===== config.mk =====
export PLATFORM = sky130hd
export DESIGN_NAME = l2_shrink_ctrl
export DESIGN_NICKNAME = d
export VERILOG_FILES = /design/src/rtl/l2_shrink_pkg.sv /design/src/rtl/l2_res_timer.sv /design/src/rtl/l2_shrink_calc.sv /design/src/rtl/l2_expand_sched.sv /design/src/rtl/l2_shrink_ctrl.sv
export SDC_FILE = /design/constraint.sdc
export NUM_CORES = 1
export LEC_CHECK = 0
export ABC_AREA = 1
export BUFFER_PORTS_ARGS = -buffer_cell sky130_fd_sc_hd__buf_2
export CELL_PAD_IN_SITES_DETAIL_PLACEMENT = 1
export CELL_PAD_IN_SITES_GLOBAL_PLACEMENT = 2
export CORE_UTILIZATION = 30
export CTS_BUF_LIST = sky130_fd_sc_hd__clkbuf_4 sky130_fd_sc_hd__clkbuf_8
export DETAILED_ROUTE_END_ITERATION = 8
export PLACE_DENSITY_LB_ADDON = 0.3
export SYNTH_ARGS = -nofsm -noshare
export SYNTH_HDL_FRONTEND = slang
export SYNTH_HIERARCHICAL = 1
export SYNTH_SLANG_ARGS = --single-unit

===== constraint.sdc =====
create_clock -name clk_i -period 3.6 [get_ports clk_i]
set_input_delay 0.72 -clock clk_i [delete_from_list [all_inputs] [get_ports clk_i]]
set_output_delay 0.72 -clock clk_i [all_outputs]
set_load 0.02 [all_outputs]

===== src/rtl/l2_shrink_pkg.sv =====
package l2_shrink_pkg;
  typedef enum logic [2:0] {
    CS_C0 = 3'd0,
    CS_C1 = 3'd1,
    CS_C2 = 3'd2,
    CS_C3 = 3'd3,
    CS_C4 = 3'd4
  } cstate_e;

  localparam logic [1:0] HINT_FULL = 2'b10;

  function automatic logic is_shallow(input logic [2:0] cs);
    return (cs == CS_C1) || (cs == CS_C2) || (cs == CS_C3);
  endfunction
endpackage


===== src/rtl/l2_res_timer.sv =====
module l2_res_timer #(
  parameter int RES_W = 16
) (
  input  logic             clk_i,
  input  logic             rst_ni,
  input  logic             run_i,
  input  logic             clr_i,
  input  logic [RES_W-1:0] limit_i,
  output logic             expired_o
);
  logic [RES_W-1:0] cnt_q;

  always_ff @(posedge clk_i or negedge rst_ni) begin
    if (!rst_ni)                     cnt_q <= '0;
    else if (clr_i)                  cnt_q <= '0;
    else if (run_i && cnt_q < limit_i) cnt_q <= cnt_q + 1'b1;
  end

  assign expired_o = (cnt_q >= limit_i);
endmodule


===== src/rtl/l2_shrink_calc.sv =====
module l2_shrink_calc #(
  parameter int NUM_WAYS = 8,
  parameter int RATIO_W  = 5,
  localparam int CNT_W   = $clog2(NUM_WAYS + 1)
) (
  input  logic               entry_i,
  input  logic               peer_c4_i,
  input  logic               esleep_en_i,
  input  logic               expired_i,
  input  logic               block_i,
  input  logic [RATIO_W-1:0] ratio_i,
  input  logic [RATIO_W-1:0] thresh_i,
  input  logic [1:0]         hint_i,
  input  logic [CNT_W-1:0]   step_i,
  input  logic [CNT_W-1:0]   ways_i,
  output logic               go_o,
  output logic [CNT_W-1:0]   nxt_o
);
  import l2_shrink_pkg::*;

  logic             ratio_ok;
  logic [CNT_W-1:0] amt;

  always_comb begin
    ratio_ok = (ratio_i == '0) || (ratio_i < thresh_i);
    amt      = (hint_i == HINT_FULL) ? ways_i : step_i;
    nxt_o    = (amt >= ways_i) ? '0 : ways_i - amt;
    go_o     = entry_i && peer_c4_i && esleep_en_i && !expired_i &&
               ratio_ok && !block_i && (ways_i != '0) && (amt != '0);
  end
endmodule


===== src/rtl/l2_expand_sched.sv =====
module l2_expand_sched #(
  parameter int RATIO_W = 5
) (
  input  logic               clk_i,
  input  logic               rst_ni,
  input  logic               below_max_i,
  input  logic [RATIO_W-1:0] ratio_i,
  input  logic [RATIO_W-1:0] thresh_i,
  input  logic               expired_i,
  input  logic [2:0]         peer_cstate_i,
  input  logic               cancel_i,
  input  logic               fire_i,
  output logic               pend_o
);
  import l2_shrink_pkg::*;

  logic trig;

  assign trig = ((ratio_i != '0) && (ratio_i > thresh_i)) || expired_i ||
                is_shallow(peer_cstate_i);

  always_ff @(posedge clk_i or negedge rst_ni) begin
    if (!rst_ni)                  pend_o <= 1'b0;
    else if (cancel_i || fire_i)  pend_o <= 1'b0;
    else if (trig && below_max_i) pend_o <= 1'b1;
  end
endmodule


===== src/rtl/l2_shrink_ctrl.sv =====
module l2_shrink_ctrl #(
  parameter int NUM_WAYS = 8,
  parameter int RATIO_W  = 5,
  parameter int RES_W    = 16,
  localparam int CNT_W   = $clog2(NUM_WAYS + 1)
) (
  input  logic                clk_i,
  input  logic                rst_ni,
  input  logic                dsleep_entry_i,
  input  logic                peer_c4_i,
  input  logic                esleep_en_i,
  input  logic [RATIO_W-1:0]  bus_ratio_i,
  input  logic [RATIO_W-1:0]  shrink_thresh_i,
  input  logic [CNT_W-1:0]    step_ways_i,
  input  logic [1:0]          shrink_hint_i,
  input  logic                shrink_block_i,
  input  logic [RES_W-1:0]    res_limit_i,
  input  logic                stpclk_rel_i,
  input  logic                irq_event_i,
  input  logic [2:0]          peer_cstate_i,
  output logic [CNT_W-1:0]    ways_o,
  output logic [NUM_WAYS-1:0] way_en_o,
  output logic                flush_req_o,
  output logic                invalidate_o,
  output logic                cache_empty_o,
  output logic                esleep_ok_o,
  output logic                deep_pd_ok_o
);
  localparam logic [CNT_W-1:0] MAX_WAYS = CNT_W'(NUM_WAYS);
  localparam logic [CNT_W-1:0] MIN_WAYS = CNT_W'(NUM_WAYS < 2 ? NUM_WAYS : 2);

  logic [CNT_W-1:0] ways_q, nxt;
  logic             asleep_q, expired, go, pend, restore, expand;

  l2_res_timer #(.RES_W(RES_W)) u_timer (
    .clk_i    (clk_i),
    .rst_ni   (rst_ni),
    .run_i    (!asleep_q),
    .clr_i    (dsleep_entry_i),
    .limit_i  (res_limit_i),
    .expired_o(expired)
  );

  l2_shrink_calc #(.NUM_WAYS(NUM_WAYS), .RATIO_W(RATIO_W)) u_calc (
    .entry_i    (dsleep_entry_i),
    .peer_c4_i  (peer_c4_i),
    .esleep_en_i(esleep_en_i),
    .expired_i  (expired),
    .block_i    (shrink_block_i),
    .ratio_i    (bus_ratio_i),
    .thresh_i   (shrink_thresh_i),
    .hint_i     (shrink_hint_i),
    .step_i     (step_ways_i),
    .ways_i     (ways_q),
    .go_o       (go),
    .nxt_o      (nxt)
  );

  // shrink wins over restore, restore over interrupt expansion
  assign restore = !go && stpclk_rel_i && asleep_q && (ways_q < MIN_WAYS);
  assign expand  = !go && !restore && irq_event_i && pend && (ways_q < MAX_WAYS);

  l2_expand_sched #(.RATIO_W(RATIO_W)) u_sched (
    .clk_i        (clk_i),
    .rst_ni       (rst_ni),
    .below_max_i  (ways_q < MAX_WAYS),
    .ratio_i      (bus_ratio_i),
    .thresh_i     (shrink_thresh_i),
    .expired_i    (expired),
    .peer_cstate_i(peer_cstate_i),
    .cancel_i     (go),
    .fire_i       (expand),
    .pend_o       (pend)
  );

  always_ff @(posedge clk_i or negedge rst_ni) begin
    if (!rst_ni) begin
      ways_q       <= MAX_WAYS;
      asleep_q     <= 1'b0;
      flush_req_o  <= 1'b0;
      invalidate_o <= 1'b0;
    end else begin
      flush_req_o  <= go;
      invalidate_o <= restore || expand;
      if (go)           ways_q <= nxt;
      else if (restore) ways_q <= MIN_WAYS;
      else if (expand)  ways_q <= MAX_WAYS;
      if (dsleep_entry_i)    asleep_q <= 1'b1;
      else if (stpclk_rel_i) asleep_q <= 1'b0;
    end
  end

  for (genvar w = 0; w < NUM_WAYS; w++) begin : g_en
    assign way_en_o[w] = (CNT_W'(w) < ways_q);
  end

  assign ways_o        = ways_q;
  assign cache_empty_o = (ways_q == '0);
  assign esleep_ok_o   = cache_empty_o && esleep_en_i && !shrink_block_i;
  assign deep_pd_ok_o  = !shrink_block_i;
endmodule


# Word level (Yosys, flattened, before mapping)
# Cells that the tools add are included.
# W data, S select, Z words.
[op_classes] add_sub_neg=2 order_cmp=15 eq_ne=4 mux=11 n_reduce_logical=40
[op_table] operator="$mux W16" n=2
[op_table] operator="$mux W4" n=5
[op_table] operator="$logic_and A1 B1 Y1" n=19
[op_table] operator="$add A16 B1 Y16 const B" n=1
[op_table] operator="$ge A16 B16 Y1" n=1
[op_table] operator="$lt A16 B16 Y1" n=1
[op_table] operator="$lt A3 B4 Y1 const A" n=4
[op_table] operator="$lt A1 B4 Y1 const A" n=2
[op_table] operator="$lt A2 B4 Y1 const A" n=2
[op_table] operator="$reduce_bool A4 Y1" n=2
[op_table] operator="$logic_or A1 B1 Y1" n=7
[op_table] operator="$eq A3 B2 Y1 const B" n=2
[op_table] operator="$reduce_bool A2 Y1" n=3
[op_table] operator="$gt A5 B5 Y1" n=1
[op_table] operator="$logic_not A1 Y1" n=5
[op_table] operator="$logic_not A5 Y1" n=1
[op_table] operator="$lt A5 B5 Y1" n=1
[op_table] operator="$reduce_bool A5 Y1" n=1
[op_table] operator="$ge A4 B4 Y1" n=1
[op_table] operator="$logic_not A4 Y1" n=1
[op_table] operator="$lt A4 B2 Y1 const B" n=1
[op_table] operator="$lt A4 B4 Y1 const B" n=1
[op_table] operator="$mux W1" n=4
[op_table] operator="$sub A4 B4 Y4" n=1
[op_table] operator="3 further kinds" n=3
[word_totals] ff_bits=24 input_bits=43 out_inout_bits=17 word_cells=78

# Logic depth before layout (Yosys ltp)
# Gate-level depths: netlist of run 1.
[logic_depth] depth_word=19 ltp_mapped=26 depth_no_buf=26

# Modules after synthesis
# The synthesis of run 1 kept the hierarchy.
[by_module_without_submodules] mod="l2_res_timer" n_inst=1 cells_per_inst=221 area_each_um2=1510.2 seq_area_each_um2=400.4
[by_module_without_submodules] mod="l2_shrink_calc" n_inst=1 cells_per_inst=80 area_each_um2=430.4 seq_area_each_um2=0.0
[by_module_without_submodules] mod="l2_shrink_ctrl" n_inst=1 cells_per_inst=49 area_each_um2=390.4 seq_area_each_um2=176.4
[by_module_without_submodules] mod="l2_expand_sched" n_inst=1 cells_per_inst=38 area_each_um2=221.5 seq_area_each_um2=25.0

# Worst setup path before layout of run 1
# Ideal clock, no wire load.
[synth_timing] path_kind="input -> register" start="input port res_limit_i[11]" end="register u_sched.pend_o" setup_time_ns=0.073 arrival_ns=2.801 required_time_ns=3.527 slack_ns=0.726 stages=18 n_path_buf=0 path_cell_list="inv_1 -> ha_1 -> a21oi_1 -> nand2_1 -> a21oi_2 -> nand3_1 -> inv_1 -> nand2_1 -> nor2_1 -> nand3_1 -> nor2_1 -> nand2_1 -> nor2_1 -> inv_2 -> nand2_2 -> nor2_1 -> or2_2 -> a21oi_2"
[synth_between] elab_chain_cells=18 word_cells_on_any_way=22 classes_between="1 x order compare; 1 x mux; 20 x reduce/logical"
[synth_rtl] item="start, declared" line_no="l2_shrink_ctrl.sv:17" rtl="input logic [RES_W-1:0] res_limit_i,"
[synth_rtl] item="$ge A16 B16 Y1 (*)" line_no="l2_res_timer.sv:19" rtl="assign expired_o = (cnt_q >= limit_i);"
[synth_rtl] item="named net expired" line_no="l2_shrink_ctrl.sv:33" rtl="logic asleep_q, expired, go, pend, restore, expand;"
[synth_rtl] item="$logic_not A1 Y1 (*)" line_no="l2_shrink_calc.sv:28" rtl="go_o = entry_i && peer_c4_i && esleep_en_i && !expired_i &&"
[synth_rtl] item="$logic_and A1 B1 Y1 (*) (2 in a row)" line_no="l2_shrink_calc.sv:28"
[synth_rtl] item="$logic_and A1 B1 Y1 (*) (3 in a row)" line_no="l2_shrink_calc.sv:29" rtl="ratio_ok && !block_i && (ways_i != '0) && (amt != '0);"
[synth_rtl] item="named net go" line_no="l2_shrink_ctrl.sv:33"
[synth_rtl] item="$logic_not A1 Y1 (*)" line_no="l2_shrink_ctrl.sv:60, l2_shrink_ctrl.sv:61"
[synth_rtl] item="$logic_and A1 B1 Y1 (3 in a row)" line_no="l2_shrink_ctrl.sv:60" rtl="assign restore = !go && stpclk_rel_i && asleep_q && (ways_q < MIN_WAYS);"
[synth_rtl] item="$logic_not A1 Y1" line_no="l2_shrink_ctrl.sv:61" rtl="assign expand = !go && !restore && irq_event_i && pend && (ways_q < MAX_WAYS);"
[synth_rtl] item="$logic_and A1 B1 Y1 (*) (4 in a row)" line_no="l2_shrink_ctrl.sv:61"
[synth_rtl] item="named net expand" line_no="l2_shrink_ctrl.sv:33"
[synth_rtl] item="$logic_or A1 B1 Y1 (*)" line_no="l2_expand_sched.sv:24" rtl="else if (cancel_i || fire_i) pend_o <= 1'b0;"
[synth_rtl] item="$mux W1 / $reduce_bool A2 Y1 (equally long branches)"
[synth_rtl] item="end signal, assigned" line_no="l2_expand_sched.sv:23" rtl="if (!rst_ni) pend_o <= 1'b0;"
[synth_rtl] item="end signal, assigned" line_no="l2_expand_sched.sv:24"
[synth_rtl] item="end signal, assigned" line_no="l2_expand_sched.sv:25" rtl="else if (trig && below_max_i) pend_o <= 1'b1;"
[synth_rtl] item="end, declared" line_no="l2_expand_sched.sv:13" rtl="output logic pend_o"
# Mark *: on every way through the listed nets, which the timed path passes. The rest lies on a longest branch.
# A chain may end at the register's enable or synchronous reset.

# Worst setup path after layout of run 1
[layout_timing] start="input port res_limit_i[15]" end="register u_sched.pend_o"
# The elaborated chain is that of the path after synthesis.

==> flow_summary.ini, run 1 <==
[synthesis]
synthCells = 388
ys_seq_elements = 24
ys_types = 35
syn-num-nets = 462
postSynthAreaPerCell_um2 = 6.578
synth_warnings = 6
seq_area_frac_synth = 0.2358
synth_area_um2 = 2552

[cts]
htreeDepth = 1
cts_buffers = 3
root_buffer = clkbuf_8
clkSlewWorstSetupHoldPaths_ns = 0.09
cts.sink_count = 24
clock_path_buffers = 2
holdBufCountCts = 0
clock_latency_ns = 0.27
cts_resized = 0
cts_tree = built
post_cts_buffers = 0

[worst_setup_path]
cp-end-kind = flip-flop
crit_path_frequent_cell = nor2_1
worstPathCellList = buf_2, inv_1, ha_1, nand2_1, nor3_2, nand4_1, nand3_1, inv_1, nand2_1, nor2_1, nand3_1, nor2_1, nand2_1, nor2_1, inv_2, nand2_2, nor2_2, nand2_4, nand2_2, nor2_1, or2_2, a21oi_2
cpPeakStageDelay_ns = 0.32
worstPathArrival_ns = 3.10
r2r-end = u_sched/pend_o
cp_max_fo = 5
start_kind = input port
worst-path-buf-inv = 4
slowest_stage = nor3_2
crit_family = simple AND/OR/NAND/NOR gates
r2r_start = u_timer/cnt_q[8]
r2r_cells = 20
crit_required_ns = 3.80
r2r_slack_ns = 0.79
worstSetupPathType = in2reg

[final_layout]
layout-drive-gt1-share = 0.2152
final_nets = 521
antennaDiodeCount = 0
area_growth_syn_to_layout_pct = 17.40

[sta]
finalSetupViolations = 0
hold_viol_final = 0
period_needed_ns = 2.899
fin_crit_sh = 0.8054
drv_slew = 0
grt_setup_unrepaired = false
finClkSkew_ns = 0.004018
max_freq_mhz = 344.9
tns_ns = 0
relSlewSlack = 0.5015
tightest_slew_ns = 0.7469
worst_slack_ns = 0.7005

[power_and_ir_drop]
peakVddDrop_v = 0.0001472
leakage_nw = 1.751
cellPowerDensity_nw_per_um2 = 373.0

[floorplanning]
start_util = 0.3106
die_x_um = 94.24
core_area_um2 = 8217
ios = 60
rows = 33
die_h_um = 94.24
die_area_um2 = 8881

[worst_hold_path]
holdCritPathClass = in2async

[place]
io_buffers = 59
gp_congestion = 0.7586
place_ws_ns = 0.3554
place_hpwl_um = 5462

[global_routing]
grt_overflow = 0
grt_first_pass_wirelength_um = 11090
grt_max_degree = 25
grtUsageTotal = 0.1576
first_global_vias = 2427
antenna_found_initial = 0

[run]
cap_violations = 0

[drt]
wl_per_cell_um = 12.03
drc_errors = 0
firstDrtPassIters = 4
ant_nets = 0
drtIter0Drc = 38
via_per_inst = 4.652
drt-total-wl_um = 6628
vias = 2563

[status]
status = finished, final reports clean
==> cell usage after synthesis, drive strengths merged <==
cell	n	area (um2)
nand2	117	474.2
inv	69	259.0
nor2	54	222.7
nand3	32	177.7
ha	30	375.4
dfrtp	23	575.6
a21oi	16	91.34
nand4	10	68.81
nor3	8	61.31
o21ai	7	46.29
nor3b	4	30.03
xor2	4	35.03
buf	3	30.03
clkbuf	3	15.02
o21bai	3	22.52
a21boi	1	7.510
a21o	1	7.510
dfstp	1	26.28
fa	1	20.02
or2	1	6.260
==> metal layers <==
layer,GRT usage,up-vias,part of all wire
li1,-,1343,-
met2,0.2911,46,0.50
met3,0.01537,0,0.036
met1,0.2020,1174,0.47
met5,0,-,0
met4,0.01538,0,0
==> through the flow <==
stage | util | instances | hold WS (ns) | cell area [um2] | total power (W)
2_1_floorplan | - | 388 | 0.4244 | 2552 | 0.0007677
3_3_place_gp | 0.3580 | 547 | 0.5310 | 2942 | 0.0009410
3_5_place_dp | 0.3580 | 547 | 0.5410 | 2942 | 0.0009487
4_1_cts | 0.3647 | 551 | 0.4541 | 2997 | 0.001146
5_1_grt | 0.3647 | 551 | 0.4816 | 2997 | 0.001225
6_report | 0.3647 | 551 | 0.4312 | 2997 | 0.001118
==> worst max path at each step <==
stage / startpoint / to / slack (ns) / cells after the start
finish: res_limit_i[15] / u_sched/pend_o / 0.70 / 22
global route: res_limit_i[15] / u_sched/pend_o / 0.53 / 22
CTS: res_limit_i[15] / u_sched/pend_o / 0.64 / 22
detailed placement: res_limit_i[15] / u_sched/pend_o / 0.36 / 22
global placement: res_limit_i[15] / u_sched/pend_o / 0.48 / 22
floorplan: res_limit_i[11] / u_sched/pend_o / 0.73 / 18
==> flip-flops by register name, indices dropped and copies added (netlist names) <==
| name | cells |
|---|---|
| u_timer/cnt_q | 16 |
| ways_o | 4 |
| asleep_q | 1 |
| flush_req_o | 1 |
| invalidate_o | 1 |
| u_sched/pend_o | 1 |
==> report_power, final <==
part	internal [W]	switching, W
sequential	0.000306	0.0000544
clock	0.0000977	0.0000912
combinational	0.000205	0.000364
==> final cells by class <==
type | count | area, um2
multi-input cells | 289 | 1647
clock buffers | 4 | 55.05
repair buffers | 60 | 302.8
inverters | 69 | 259.0
flip-flops and latches | 24 | 601.8
well taps | 105 | 131.4
fillers | 1106 | 5220
==> logic make-up (layout without fill, tap and decap cells) <==
group / count (synthesis) / count (layout) / synth area share
AND/OR/NAND/NOR: 226 / 226 / 0.4078
flip-flops: 24 / 24 / 0.2358
XOR/XNOR: 4 / 4 / 0.01372
adder cells (fa/ha/maj): 31 / 31 / 0.1549
AO/OA/AOI/OAI: 28 / 28 / 0.06863
buffers and inverters: 75 / 133 / 0.1191
==> cells in the final DEF, fill, tap and decap left out, drive strengths merged, types with 3 or more instances in the layout <==
cell | synthesis | routed
nand2 | 117 | 117
inv | 69 | 69
buf | 3 | 60
nor2 | 54 | 54
nand3 | 32 | 32
ha | 30 | 30
dfrtp | 23 | 23
a21oi | 16 | 16
nand4 | 10 | 10
nor3 | 8 | 8
o21ai | 7 | 7
clkbuf | 3 | 4
nor3b | 4 | 4
xor2 | 4 | 4
o21bai | 3 | 3
Power figures use the tool's default switching activity.
==> inputs of run 2 (changes only) <==
- ABC_AREA: 1 -> 0
- CORE_UTILIZATION: 30 -> 28
- clock period: 3.6 -> 2.54 ns (I/O delays scaled with it)
==> flow_summary.ini, run 2 <==
[synthesis]
synth_warnings = 6
netlist.area_leader.share = 0.2657
ys_top_cells_by_count = inv_1, ha_1, a21oi_1, dfrtp_1, nand2_1
ys_seq_elements = 24
synth_top_flop_cell = dfrtp_1
synth_area_leader_cell = dfrtp_1
ys_types = 56
synth.area.top_cells = dfrtp_1, ha_1, inv_1
synth.mux.area_fraction = 0.02889
synthArstFlopShare = 1.000
seq_area_frac_synth = 0.2779
synth_top_family_by_area = simple AND/OR/NAND/NOR gates
synth_xor_area_frac = 0.01213
synth_compound_area_frac = 0.1982
synth-simple-area-share = 0.2224
synthCells = 259
synth_most_common_cell = inv_1
synth_area_um2 = 2166
postSynthAreaPerCell_um2 = 8.362
synth_edf_count = 0
syn-num-nets = 333
yosys.area_share.adder = 0.1826

[global_routing]
grtUsageTotal = 0.1563
grt_overflow = 0
grt_max_degree = 25
grt_first_pass_wirelength_um = 10380
first_global_vias = 2224
antenna_found_initial = 0

[drt]
firstDrtPassIters = 4
ant_nets = 0
vias = 2236
drc_errors = 0
drtIter0Drc = 68
via_per_inst = 4.936
wl_per_cell_um = 13.71
drt-total-wl_um = 6210

[worst_setup_path]
r2r_slack_ns = -0.17
worstSetupPathType = reg2reg
cp_max_fo = 4
start_kind = flip-flop
cp-end-kind = flip-flop
crit_required_ns = 2.70
worstPathArrival_ns = 2.87

[place]
io_buffers = 59
place_hpwl_um = 4956
placed_area_um2 = 2823
gp_congestion = 0.7713

[status]
status = complete, but fails checks
violations = negative setup slack

[sta]
finClkSkew_ns = 0.004379
relSlewSlack = 0.6283
hold_viol_final = 0
finalSetupViolations = 6
fin_crit_sh = 1.067
grt_setup_unrepaired = true
max_freq_mhz = 369.0
worst_slack_ns = -0.1701
tightest_slew_ns = 0.5575
drv_slew = 0
period_needed_ns = 2.710

[power_and_ir_drop]
cellPowerDensity_nw_per_um2 = 541.1
leakage_nw = 1.529
peakVddDrop_v = 0.0003806

[final_layout]
area_growth_syn_to_layout_pct = 38.01
layout_common_cells = buf_2, buf_4, inv_1
largest_register_ff_count = 16
final_area_um2 = 2989
regMostFlops = u_timer/cnt_q
fillers = 922
mostFrequentLayoutCell = buf_2
layout-drive-gt1-share = 0.3616
final_nets = 429
final_util = 0.4056
antennaDiodeCount = 0

[run]
cap_violations = 0

[cts]
root_buffer = clkbuf_8
cts_tree = built
clock_latency_ns = 0.27
cts.sink_count = 24
cts_buffers = 3
clkSlewWorstSetupHoldPaths_ns = 0.09
clock_path_buffers = 2
htreeDepth = 1

[floorplanning]
die_x_um = 89.95
ios = 60
die_area_um2 = 8091
die_h_um = 89.95
rows = 31
start_util = 0.2939
core_area_um2 = 7370

[worst_hold_path]
holdCritPathClass = in2async
==> run 2: cell types whose count changed after synthesis, moves of 8 or more <==
cell     delta
nand2_2     -8
nor2_1     -35
o21ai_0    +11
nand3_1    -19
inv_1      -33
nand2_1    -92
a21oi_1    +10
==> run 2: final timing paths <==
check	start	to	cells after the start
setup / recovery	u_timer/cnt_q[1]	ways_o[1]	13
hold / removal	rst_ni	u_timer/cnt_q[9]	1
setup reg to reg	u_timer/cnt_q[1]	ways_o[1]	13
hold reg to reg	u_timer/cnt_q[15]	u_timer/cnt_q[15]	2
max in group asynchronous	rst_ni	ways_o[3]	1
min in group clk_i	stpclk_rel_i	asleep_q	2
==> run 2: final cells by class <==
class | count | area, um2 | area share
tap | 99 | 123.9 | 0.04144
inverter | 36 | 142.6 | 0.04772
clock buffer | 4 | 55.05 | 0.01842
multi-input combinational | 192 | 1470 | 0.4918
sequential | 24 | 601.8 | 0.2013
timing repair buffer | 98 | 595.6 | 0.1992
==> run 2: critical path, stage by stage, from the launching register on <==
cell      delay [ns]
dfrtp_1         0.43
ha_4            0.26
nor2b_4         0.12
o211ai_1        0.20
a31oi_1         0.14
o21ai_1         0.14
nand2_1         0.09
nand4b_1        0.19
nor3_2          0.18
o21ai_1         0.11
a21oi_2         0.25
nor4_4          0.06
and3_1          0.18
a221o_1         0.26
==> run 2: kinds of logic after synthesis <==
logic type	Yosys count
muxes	6
adders and majority gates	31
xor gates and xnor gates	3
and+or+nand+nor	86
DFF	24
AOI/OAI and AO/OA	66
buffers and inverters	43
==> run 2: timing repair <==
| action | CTS | global route |
|---|---|---|
| pin swaps | 5 | 0 |
| gates cloned | 0 | 0 |
| endpoints found under the setup margin | 6 | 16 |
| resized for setup | 4 | 8 |
| hold buffers | 0 | 0 |
| buffers inserted | 8 | 0 |
==> run 2: through the flow <==
stage	instances	worst slack (ns)	total power, W	hold WS, ns	TNS, ns
after floorplan	259	-0.09319	0.001032	0.2124	-0.09319
after global placement	441	-0.3100	0.001324	0.5368	-2.210
after detailed placement	441	-0.4432	0.001341	0.5405	-3.506
after CTS	453	-0.1402	0.001624	0.2427	-0.5195
after global routing	453	-0.4107	0.001728	0.2691	-2.171
final	453	-0.1701	0.001617	0.2183	-0.6169
==> run 2: routing by layer <==
metal,global-route usage,vias to the layer above,share of wire,routed length [um]
li1,-,1123,-,-
met1,0.1995,1066,0.46,2839
met5,0,-,0,0
met3,0.02284,2,0.042,263
met4,0.03226,0,0.0039,24
met2,0.2795,45,0.50,3082
==> run 2: report_power, final <==
group / switching (W) / internal (W) / total [W]
sequential: 0.0000871 / 0.000428 / 0.000515
combinational: 0.000454 / 0.000381 / 0.000835
clock: 0.000129 / 0.000139 / 0.000268
total: 0.000670 / 0.000947 / 0.00162
==> inputs of run 3 (changes only) <==
- GPL_ROUTABILITY_DRIVEN: unset -> 0
- RECOVER_POWER: unset -> 100
==> flow_summary.ini, run 3 (synthesis gave the netlist of run 2 again) <==
[worst_setup_path]
cp-end-kind = flip-flop
worstSetupPathType = reg2reg
r2r_start = u_timer/cnt_q[1]
r2r_slack_ns = -0.15
r2r-end = ways_o[1]
start_kind = flip-flop
cp_max_fo = 4
crit_required_ns = 2.70
r2r_cells = 13
worstPathArrival_ns = 2.85

[global_routing]
grt_overflow = 0
grt_first_pass_wirelength_um = 10380
first_global_vias = 2224
grt_max_degree = 25
antenna_found_initial = 0
grtUsageTotal = 0.1563

[power_and_ir_drop]
peakVddDrop_v = 0.0003777
cellPowerDensity_nw_per_um2 = 537.1
leakage_nw = 1.476

[drt]
ant_nets = 0
vias = 2248
drt-total-wl_um = 6199
drc_errors = 0
wl_per_cell_um = 13.68
drtIter0Drc = 60
firstDrtPassIters = 4
via_per_inst = 4.962

[cts]
cts.sink_count = 24
clkSlewWorstSetupHoldPaths_ns = 0.09
holdBufCountCts = 0
clock_latency_ns = 0.27
cts_buffers = 3
cts_tree = built
htreeDepth = 1
root_buffer = clkbuf_8
clock_path_buffers = 2

[final_layout]
layout-drive-gt1-share = 0.3136
mostFrequentLayoutCell = buf_2
final_util = 0.3992
antennaDiodeCount = 0
layout_common_cells = buf_2, inv_1, buf_4
final_nets = 429
largest_register_ff_count = 16
regMostFlops = u_timer/cnt_q
area_growth_syn_to_layout_pct = 35.82

[floorplanning]
core_area_um2 = 7370
rows = 31
start_util = 0.2939
die_area_um2 = 8091
ios = 60
die_x_um = 89.95
die_h_um = 89.95

[status]
status = complete, but fails checks
violations = negative setup slack

[sta]
fin_crit_sh = 1.059
holdWs_ns = 0.4828
finClkSkew_ns = 0.003366
period_needed_ns = 2.691
grt_setup_unrepaired = true
max_freq_mhz = 371.7
hold_viol_final = 0
relSlewSlack = 0.1097
worst_slack_ns = -0.1507
tightest_slew_ns = 1.335
finalSetupViolations = 6
tns_ns = -0.5064
drv_slew = 0

[run]
cap_violations = 0

[worst_hold_path]
min_to = asleep_q
worstHoldPathCells = 2
min_from = stpclk_rel_i
holdCritPathClass = in2reg

[place]
place_ws_ns = -0.4432
place_hpwl_um = 4956
io_buffers = 59
run 3: layout make-up:
class | instances | area [um2]
well taps | 99 | 123.9
inverters | 36 | 142.6
fillers | 923 | 4428
flip-flops and latches | 24 | 601.8
repair buffers | 98 | 565.5
clock buffers | 4 | 55.05
multi-input cells | 192 | 1453
run 3: through the flow:
step	area (um2)	power [W]	cells
after floorplan	2211	0.001032	259
after global placement	2823	0.001324	441
after detailed placement	2823	0.001341	441
after CTS	2953	0.001624	453
after global routing	2942	0.001691	453
final	2942	0.001580	453
run 3: layer usage:
layer	GRT usage	vias to the layer above	routed length, um
met5	0	-	0
met4	0.03226	0	24
met3	0.02284	2	256
met2	0.2795	47	3123
met1	0.1995	1074	2795
li1	-	1125	-
run 3: power by group:
| part | switching (W) | internal (W) |
|---|---|---|
| clock | 0.000129 | 0.000139 |
| sequential | 0.0000880 | 0.000428 |
| combinational | 0.000453 | 0.000345 |
| total | 0.000669 | 0.000911 |
run 3: worst max-delay path by stage:
stage	from	end	slack [ns]	depth (start not counted)
4_1_cts	u_timer/cnt_q[1]	u_sched/pend_o	-0.14	13
3_5_place_dp	res_limit_i[1]	ways_o[1]	-0.44	15
2_1_floorplan	res_limit_i[1]	ways_o[1]	-0.09	15
3_3_place_gp	res_limit_i[1]	ways_o[1]	-0.31	15
6_report	u_timer/cnt_q[1]	ways_o[1]	-0.15	13
5_1_grt	u_timer/cnt_q[1]	u_sched/pend_o	-0.41	13
run 3: critical path, cell delays in order (launching register included):
cell and delay [ns]:
dfrtp_1 0.43, ha_4 0.26, nor2b_4 0.12, o211ai_1 0.20
a31oi_1 0.13, o21ai_1 0.14, nand2_1 0.09, nand4b_1 0.19
nor3_2 0.18, o21ai_1 0.11, a21oi_2 0.24, nor4_4 0.06
and3_1 0.18, a221o_1 0.26
run 3: repair_timing:
item | in CTS | in global routing
setup buffers | 8 | 0
setup endpoints to repair | 6 | 16
cloned | 0 | 0
pin swaps | 5 | 0
gates resized for setup | 4 | 8
